[config.mk]
export PLATFORM = sky130hd
export DESIGN_NAME = pingpong_fifo
export DESIGN_NICKNAME = d
export VERILOG_FILES = /design/src/rtl/pingpong_fifo.sv
export SDC_FILE = /design/constraint.sdc
export NUM_CORES = 1
export LEC_CHECK = 0
export BUFFER_PORTS_ARGS = -buffer_cell sky130_fd_sc_hd__buf_2
export CELL_PAD_IN_SITES_DETAIL_PLACEMENT = 1
export CELL_PAD_IN_SITES_GLOBAL_PLACEMENT = 2
export CORE_MARGIN = 3
export CORE_UTILIZATION = 51
export CTS_BUF_LIST = sky130_fd_sc_hd__clkbuf_2
export CTS_CLUSTER_SIZE = 40
export DETAILED_ROUTE_END_ITERATION = 16
export GPL_ROUTABILITY_DRIVEN = 0
export PLACE_DENSITY_LB_ADDON = 0.1
export SLEW_MARGIN = 0
export SYNTH_ARGS = -nofsm -noshare
export SYNTH_HDL_FRONTEND = slang
export SYNTH_SLANG_ARGS = --single-unit
[constraint.sdc]
create_clock -name clk -period 5.1 [get_ports clk]
set_input_delay 0.51 -clock clk [delete_from_list [all_inputs] [get_ports clk]]
set_output_delay 0.51 -clock clk [all_outputs]
set_load 0.01 [all_outputs]
[src/rtl/pingpong_fifo.sv]
module pingpong_fifo #(
  parameter int DW = 8,
  parameter int BANK_DEPTH = 4
) (
  input  logic          clk,
  input  logic          rst,
  input  logic          wr_en,
  input  logic [DW-1:0] wr_data,
  input  logic          rd_en,
  output logic [DW-1:0] rd_data,
  output logic          empty,
  output logic          full
);
  localparam int BCAP = 2 * BANK_DEPTH;
  localparam int PW   = $clog2(BCAP);
  localparam int NW   = $clog2(BCAP + 1);

  logic [DW-1:0] bank [2][BANK_DEPTH];
  logic [DW-1:0] stg  [2];
  logic [1:0]    sv;
  logic          sel;
  logic [PW-1:0] wp, rp;
  logic [NW-1:0] bc;

  assign rd_data = stg[sel];
  assign empty   = !sv[sel];
  assign full    = (bc == NW'(BCAP)) && (&sv);

  wire do_rd  = rd_en && !empty;
  wire do_wr  = wr_en && !full;
  wire refill = do_rd && (bc != '0);
  wire hsel   = do_rd ? ~sel : sel;

  logic [1:0] sv_a;
  always_comb begin
    sv_a = sv;
    if (do_rd) sv_a[sel] = refill;
  end

  wire to_bank  = do_wr && (&sv_a);
  wire to_stage = do_wr && !(&sv_a);
  wire tslot    = sv_a[hsel] ? ~hsel : hsel;

  always_ff @(posedge clk) begin
    if (rst) begin
      sv  <= '0;
      sel <= 1'b0;
      wp  <= '0;
      rp  <= '0;
      bc  <= '0;
    end else begin
      sel <= hsel;
      sv  <= sv_a;
      if (to_stage) sv[tslot] <= 1'b1;
      if (refill)  rp <= rp + 1'b1;
      if (to_bank) wp <= wp + 1'b1;
      bc <= bc + NW'(to_bank) - NW'(refill);
    end
  end

  always_ff @(posedge clk) begin
    if (refill)   stg[sel]   <= bank[rp[0]][rp[PW-1:1]];
    if (to_stage) stg[tslot] <= wr_data;
    if (to_bank)  bank[wp[0]][wp[PW-1:1]] <= wr_data;
  end
endmodule


==> results.md, run 1 <==
* Status: finished clean
* Max clock buf depth at 2
* Largest net degree at the start of global routing at 19
* Nets@finish at 283
* Max frequency at 0.3396 GHz
* Mapped cell area at 4080 µm²
* Post-CTS Setup Bufs at 0
* DR top layer: met4
* Switching share of power at 0.2779
* Max-cap violation count at 0
* Critical Path RT at 5310 ps
* Slew @ Worst Pin at 1156 ps
* Worst-path cell chain: inv_1, ha_1, and4bb_1, a2111oi_4, nand2_1, nor3_1
* Seq cells post-synth at 94
* Detailed-route DRC error count at 0
* Syn_area_per_cell at 17.14 µm²
* Clk pwr share at 0.242
* Cells after Synth at 238
* Final period utilization at 0.5773
* Post-CTS Resized at 0
* Fin area at 4363 µm²
* DP Area at 4255 µm²
* Internal power at 1048 µW
* Ys Warns at 0
* Die area at 9110 µm²
* Vias at 2048
* Clock slew at reported path FFs at 280 ps
* CTS buffer count at 9
* Port Buffers at 21
* Die Y at 95.45 µm
* Largest cells by area after synthesis: edfxtp_1 (59%), mux2_2 (8.0%), dfxtp_1 (6.9%), mux4_1 (6.4%), mux4_2 (3.3%)
* CTS tree: done
* Seq/Total Area, Yosys at 0.6575
* Die Width at 95.45 µm
* Initial antenna violation count at 0
* Critical path peak fanout at 8
* Crit path capture type: flip-flop
* Met1 Wirelength at 3595 µm
* Share of layout cells above drive strength 1 at 0.2959
* DR WL/cell at 18.94 µm
* CP arrival at 3160 ps
* Met2 routed WL at 3023 µm
* Global-route wire length before repair at 11140 µm
* Number of iterations in the first detailed-routing pass at 4
* Setup violators final at 0
* Yosys top cell area share at 0.5888
* Total track usage at 0.1694
* Num ports at 22
* Starting Density at 0.5450
* Yosys cell types at 38
* 1st-iter DRT viols at 116
* Leading cell types in the layout, fill and taps excluded: edfxtp_1 (80), mux2_2 (29), buf_2 (21), nor2_1 (17), dfxtp_1 (14)
* Grt ovf at 0
* TNS Setup at 0 ps
* Synth area leader: edfxtp_1
* CTS sink count at 94
* Area Overhead vs Synth at 6.930%
* CTS HTree Levels at 3
* Final Util at 0.5828
* HPWL after DPL at 4729 µm
* Sw power at 403.5 µW
* Fin Clk Skew at 27.70 ps
* Worst-Skew Late Latency at 570 ps
* Most common cell after layout, fill and taps aside: edfxtp_1
* EDFF count, synth at 80
* Hold-fix buffers, CTS at 0
* CP peak stage delay at 910 ps
* Vias in the first global route at 2082
* Static Leak at 0.001472 µW
* Reg power frac at 0.616
* Worst path slowest cell: nor3_1
* Core area at 7486 µm²
* Tmin final at 2944 ps
* Main flop type after synthesis: edfxtp_1
* Vias/cell at 5.596
* Relative slew margins at 0.2233
* Wire length on met3 at 220 µm
* VDD IR max at 183.1 µV
* CP Launch Type: flip-flop
* Net Count, Synth at 259
* RSZ-0062 raised after global routing: no
* Max Slew Vio Count at 0
* Antenna Nets Post-Route at 0
* PwrDens at 332.7 nW/µm²
* Combinational Power Share at 0.142
* CP Class: flip-flop to flip-flop
* WL final at 6933 µm
* Async set or reset register ratio after synthesis at 0
* Worst Hold Class: input port to flip-flop
* Root Buffer: clkbuf_2
* Antenna fix cells at 0
* Standard-cell rows at 31
* Final number of hold-violating endpoints at 0
cells in the mapped netlist, types with 2 or more instances:
cell type	number
mux4_1	10
ha_1	8
nand2_1	8
nor3_1	3
a21oi_1	7
nand2b_1	3
o21ai_0	2
edfxtp_1	80
mux2_4	4
a21o_1	2
nand3_1	3
mux4_2	6
inv_1	11
dfxtp_1	14
nor2_1	17
mux2_2	29
mux2i_1	2
o21ai_1	2
clkbuf_1	5
xor2_1	3
xnor2_1	2
path summary, 6_finish.rpt:
check,cells after the start,start,slack [ps],end
max reg2reg,6,bc[2],2160,bank[0][26]
max,6,bc[2],2160,bank[0][26]
min,1,wr_data[4],240,bank[0][12]
min reg2reg,2,rp[0],580,flip-flop
cell families after synthesis:
logic type | Yosys count | synth area share
compound gates | 17 | 0.03005
fa+ha+maj | 9 | 0.02944
simple gates | 41 | 0.04999
xor+xnor | 5 | 0.01073
flops | 94 | 0.6575
buf+inv | 21 | 0.02514
mux | 51 | 0.1972
routing by layer:
metal	GRT usage	up-vias
met5	0	-
met4	0.06043	0
met3	0.04657	9
met2	0.2414	36
met1	0.2508	1026
li1	-	977
flip-flops by register name (all words and copies together), names as in the netlist, named ones only:
register  cells
bank         64
bc            4
sel           1
sv            2
rp            3
stg          16
wp            3
per-stage QoR:
step / hold slack [ps] / power (µW) / instances / setup slack (ps)
after floorplan: 500.8 / 1063 / 238 / 2648
after global placement: 520.9 / 1113 / 350 / 2134
after detailed placement: 533.8 / 1120 / 350 / 2022
after CTS: 213.6 / 1464 / 366 / 2060
after global routing: 160.7 / 1533 / 366 / 1914
final: 237.1 / 1452 / 366 / 2156
critical path, delay by kind of cell, from the launching register on:
family,cells,cell delay [ps]
AO/OA/AOI/OAI,1,560
adder cells (fa/ha/maj),1,230
buffers and inverters,1,70
flip-flops,1,380
AND/OR/NAND/NOR,3,1360
cell type report:
cell class	count	area (µm²)
repair buffers	21	105.1
well taps	99	123.9
clock buffers	9	45.04
clock inverters	7	62.56
fillers	698	3123
inverters	13	48.80
multi-input cells	123	1295
flip-flops and latches	94	2683
power by group through the flow:
stage                     clock [µW]  sequential (µW)  combinational, µW
after floorplan                    0              896                167
after global placement             0              910                203
after detailed placement           0              912                208
after CTS                        359              895                209
after global routing             399              899                234
final                            351              894                207
No activity file was read; power rests on OpenSTA's default activity.
==> run 2, diff against run 1 <==
ABC_AREA = 1   (was unset)
CORE_UTILIZATION = 42   (was 51)
clock period = 2.9 ns   (was 5.1 ns; I/O delays follow)
==> run 2 against run 1 <==
Effect of this change:
- non-clock buffer count is 20 higher
- sequential share of layout area is 3.9 points lower
- clock power is 87% higher
- area after synthesis is 1.9% higher
- final cell count is 55% higher
- worst hold slack worse by 160 ps
- clock skew is 1.0 ps lower
- die area is 22% higher
- global-route usage is 1.1 points higher
- combinational power grew to 2.5 times the previous value
- sequential power is 78% higher
- count of clock-buffer cells in the layout stayed put
- critical endpoint is now bc[2]
- highest routed layer unchanged
==> results.md, run 2 <==
* Worst path top cell family by delay: adder cells
* WL final at 9294 µm
* Mapped cell area at 4159 µm²
* Crit path capture type: flip-flop
* Buf/Inv on CP at 3
* Async set or reset register ratio after synthesis at 0
* CTS buffer count at 9
* Cells after Synth at 396
* Fillers at 1048
* Net Count, Synth at 417
* Critical Path RT at 3370 ps
* Status: finished clean
* Setup violators final at 0
* Number of iterations in the first detailed-routing pass at 4
* Final Util at 0.4945
* Die Y at 105.5 µm
* Grt ovf at 0
* Core area at 9415 µm²
* Yosys cell types at 30
* Global-route wire length before repair at 15490 µm
* Yosys top cell area share at 0.5776
* Die Width at 105.5 µm
* Final number of hold-violating endpoints at 0
* CTS HTree Levels at 3
* Critical path peak fanout at 10
* Starting Density at 0.4417
* Fin Clk Skew at 26.70 ps
* PnR worst setup slack at 466.0 ps
* Max reg flops at 64
* Post-route insts no fill at 569
* CTS tree: done
* Detailed-route DRC error count at 0
* Area Overhead vs Synth at 11.94%
* Cell count after placement at 545
* CP Launch Type: flip-flop
* Max-cap violation count at 0
* CP peak stage delay at 370 ps
* EDFF count, synth at 80
* Main flop type after synthesis: edfxtp_1
* CP arrival at 2900 ps
* CP Class: flip-flop to flip-flop
* Nets@finish at 456
* PwrDens at 595.0 nW/µm²
* Synth area leader: edfxtp_1
* Num ports at 22
* Seq cells post-synth at 94
* Initial antenna violation count at 0
* Worst-Skew Late Latency at 550 ps
* Max clock buf depth at 2
* Antenna Nets Post-Route at 0
* Relative slew margins at 0.4555
* Post-CTS Resized at 0
* Antenna fix cells at 0
* Share of layout cells above drive strength 1 at 0.1659
* Worst Hold Class: input port to flip-flop
* Slew @ Worst Pin at 815.8 ps
* Seq/Total Area, Yosys at 0.6450
* 1st-iter DRT viols at 154
* Clock slew at reported path FFs at 260 ps
* Root Buffer: clkbuf_2
* VDD IR max at 244.6 µV
* Max Slew Vio Count at 0
* CTS sink count at 94
* Syn_area_per_cell at 10.50 µm²
* Largest net degree at the start of global routing at 33
* Ys Warns at 0
* Port Buffers at 21
* Die area at 11130 µm²
* Vias/cell at 5.002
* Final period utilization at 0.8393
* Standard-cell rows at 35
* Static Leak at 0.001809 µW
* Most common cell after layout, fill and taps aside: nand2_1
* Total track usage at 0.1805
* Max frequency at 0.4108 GHz
* Post-Place Setup Slack at 481.9 ps
* Vias at 2846
* TNS Setup at 0 ps
* Vias in the first global route at 2956
* Leading cell types in the layout, fill and taps excluded: nand2_1 (111), edfxtp_1 (80), nor2_1 (45), o21ai_0 (34), buf_2 (21)
* Largest cells by area after synthesis: edfxtp_1 (58%), nand2_1 (10%), dfxtp_1 (6.7%), o21ai_0 (4.1%), nor2_1 (4.1%)
* Fin area at 4656 µm²
* HPWL after DPL at 6481 µm
* RSZ-0062 raised after global routing: no
* DP Area at 4459 µm²
* Top-count cell post-synth: nand2_1
* Commonest cells post-synth: nand2_1 (111), edfxtp_1 (80), nor2_1 (45), o21ai_0 (34), inv_1 (18)
* Tmin final at 2434 ps
* DR WL/cell at 16.33 µm
* Worst-path cell chain: inv_1, ha_1, nand3_1, nor2_2, nor2_4, nand3_4, ha_1, inv_1, ha_1, inv_1, fa_1, xor2_1, nor2_1
* Worst path slowest cell: fa_1
==> run 2: stage by stage <==
| stage | hold slack (ps) | total power, µW |
|---|---|---|
| 6_report | 81.17 | 2770 |
| 2_1_floorplan | 388.9 | 1972 |
| 4_1_cts | 28.59 | 2797 |
| 3_3_place_gp | 458.6 | 2133 |
| 3_5_place_dp | 471.5 | 2147 |
| 5_1_grt | 3.125 | 2956 |
==> run 2: cell families (layout without fill, tap and decap cells) <==
logic type	count (synthesis)	count (layout)	share of synthesized area
DFF	94	94	0.6450
and+or+nand+nor	187	187	0.2022
buffers and inverters	38	82	0.03610
adders and majority gates	9	9	0.02888
xor gates and xnor gates	2	2	0.004213
AOI/OAI and AO/OA	66	66	0.08363
==> run 2: path summary, 6_finish.rpt <==
path	start	end	slack, ps	depth (start not counted)
max reg2reg	bc[2]	bc[2]	470	13
min	wr_data[0]	bank[0][8]	80	1
max	bc[2]	bc[2]	470	13
min reg2reg	rp[0]	flip-flop	510	1
==> run 2: what timing repair did <==
item / in CTS / in global routing
hold endpoints to repair: 5 / 32
hold buffers: 1 / 7
setup buffers: 0 / 0
==> run 2: area by class of cell <==
class / instances / area, µm² / area share
clock buffers: 9 / 45.04 / 0.009675
inverters: 25 / 93.84 / 0.02016
multi-input cells: 264 / 1326 / 0.2849
repair buffers: 41 / 275.3 / 0.05912
flip-flops and latches: 94 / 2683 / 0.5762
clock inverters: 7 / 71.32 / 0.01532
well taps: 129 / 161.4 / 0.03467
==> run 2: metal layers <==
| metal | vias to the layer above | GRT usage | routed length [µm] |
|---|---|---|---|
| li1 | 1433 | - | - |
| met1 | 1372 | 0.2511 | 4509 |
| met2 | 34 | 0.2942 | 4452 |
| met3 | 7 | 0.03123 | 254 |
| met4 | 0 | 0.04718 | 77 |
| met5 | - | 0 | 0 |
==> run 2: where the power goes <==
| part | switching, µW | internal [µW] |
|---|---|---|
| clock network | 453 | 205 |
| registers | 33.2 | 1550 |
| logic | 351 | 174 |
==> run 3, diff against run 2 <==
clock period = 2.5 ns   (was 2.9 ns; I/O delays follow)
==> run 3 against run 2 <==
Effect of this change:
- first-iteration DRC count down 29%
- worst setup slack worse by 260 ps
- cell area is 0.78% higher
- combinational power up 19%
- final cell count up 0.53%
- die area stayed put
==> results.md, run 3 (synthesis results as in run 2) <==
* Antenna Nets Post-Route at 0
* Max frequency at 0.4363 GHz
* Tmin final at 2292 ps
* CP Launch Type: flip-flop
* VDD IR max at 269.2 µV
* Max-cap violation count at 0
* Multi-input logic area at 1334 µm²
* Starting Density at 0.4417
* TNS Setup at 0 ps
* Largest net degree at the start of global routing at 33
* 1st-iter DRT viols at 110
* Fin Clk Skew at 35.49 ps
* Worst reg2reg setup slack at 210 ps
* Critical Path RT at 3030 ps
* WL final at 9457 µm
* Post-route insts no fill at 572
* Slew @ Worst Pin at 519.9 ps
* CTS tree: done
* Area Overhead vs Synth at 12.82%
* Nets@finish at 459
* Fillers at 1057
* Total power at 3247 µW
* R2R Path Start: bc[2]
* Max clock buf depth at 2
* Static Leak at 0.001825 µW
* Final number of hold-violating endpoints at 0
* HPWL after DPL at 6485 µm
* PwrDens at 691.9 nW/µm²
* Detailed-route DRC error count at 0
* PnR worst setup slack at 207.9 ps
* Worst-Skew Late Latency at 570 ps
* Standard-cell rows at 35
* Die Width at 105.5 µm
* Vias/cell at 4.995
* Status: finished clean
* Die Y at 105.5 µm
* Cell count after placement at 546
* Critical path peak fanout at 10
* Reg-to-Reg End: bc[2]
* Setup violators final at 0
* CTS HTree Levels at 3
* Max Slew Vio Count at 0
* Root Buffer: clkbuf_2
* CTS buffer count at 9
* Leading cell types in the layout, fill and taps excluded: nand2_1 (110), edfxtp_1 (80), nor2_1 (45), o21ai_0 (34), buf_2 (21)
* Clock slew at reported path FFs at 260 ps
* Initial antenna violation count at 0
* Global-route wire length before repair at 15560 µm
* Max reg flops at 64
* Port Buffers at 21
* Vias at 2857
* DR WL/cell at 16.53 µm
* Crit path to: bc[2]
* Relative slew margins at 0.6529
* Final period utilization at 0.9169
* Most common cell after layout, fill and taps aside: nand2_1
* Reg area at 2685 µm²
* Crit path capture type: flip-flop
* Worst Hold Class: input port to flip-flop
* CP Class: flip-flop to flip-flop
* Antenna fix cells at 0
* CP arrival at 2820 ps
* Total track usage at 0.1806
* Worst r2r path cells at 13
* Number of iterations in the first detailed-routing pass at 4
* Num ports at 22
* Core area at 9415 µm²
* Worst Setup SP: bc[2]
* Die area at 11130 µm²
* Vias in the first global route at 3041
* Grt ovf at 0
* CTS sink count at 94
* Post-Place Setup Slack at 148.5 ps
* Share of layout cells above drive strength 1 at 0.1783
* Final Util at 0.4983
==> run 3: cell count changes in the layout (fill, tap and decap cells not counted), sizes merged <==
cell / delta
buf: +2
dlygate4sd3: +1
clkinv: +1
inv: -1
==> run 3: what timing repair did <==
item / 4_1_cts / 5_1_grt
setup endpoints to repair: 0 / 2
hold buffers: 9 / 0
endpoints found under the hold margin: 70 / 0
resized for setup: 0 / 4
buffers inserted: 0 / 1
==> run 3: layout make-up <==
class,count,area share
inverter,25,0.02000
tap,129,0.03440
clock buffer,9,0.009600
timing repair buffer,44,0.06400
clock inverter,7,0.01547
multi-input combinational,264,0.2843
sequential,94,0.5723
==> run 3: worst min-delay path by stage <==
stage,from,slack (ps),depth (start not counted),endpoint
finish,rd_en,30,3,sel
global placement,rp[0],460,1,rp[0]
floorplan,wr_data[0],350,0,bank[0][0]
CTS,rd_en,3,3,sel
global route,rd_en,30,3,sel
detailed placement,rp[0],480,1,flip-flop
==> run 3: critical path: stages, from the launching register on <==
cell and delay (ps):
dfxtp_1 370, inv_1 60, ha_1 190, nand3_1 120, nand2_1 110, nand2_2 110, nand3_4 120, ha_1 310
inv_1 60, ha_1 150, inv_1 50, fa_1 370, xor2_1 170, nor2_1 70
==> run 3: metal layers <==
layer	up-vias	routed length, µm	global-route usage
met2	28	4611	0.3028
met4	0	102	0.06383
li1	1435	-	-
met5	-	0	0
met3	9	190	0.02327
met1	1385	4553	0.2419
==> run 3: report_power, final <==
part | switching [µW] | internal [µW] | leakage, µW
Sequential | 38.6 | 1800 | 0.000841
Combinational | 412 | 212 | 0.000909
Clock | 542 | 238 | 0.0000756
Total | 992 | 2250 | 0.00183
==> run 3: metrics by stage <==
stage                     instance area (µm²)  hold WS (ps)
final                                    4692         30.03
after floorplan                          4159         348.9
after detailed placement                 4467         476.8
after global placement                   4467         461.6
after CTS                                4674         3.238
after global routing                     4692         26.86
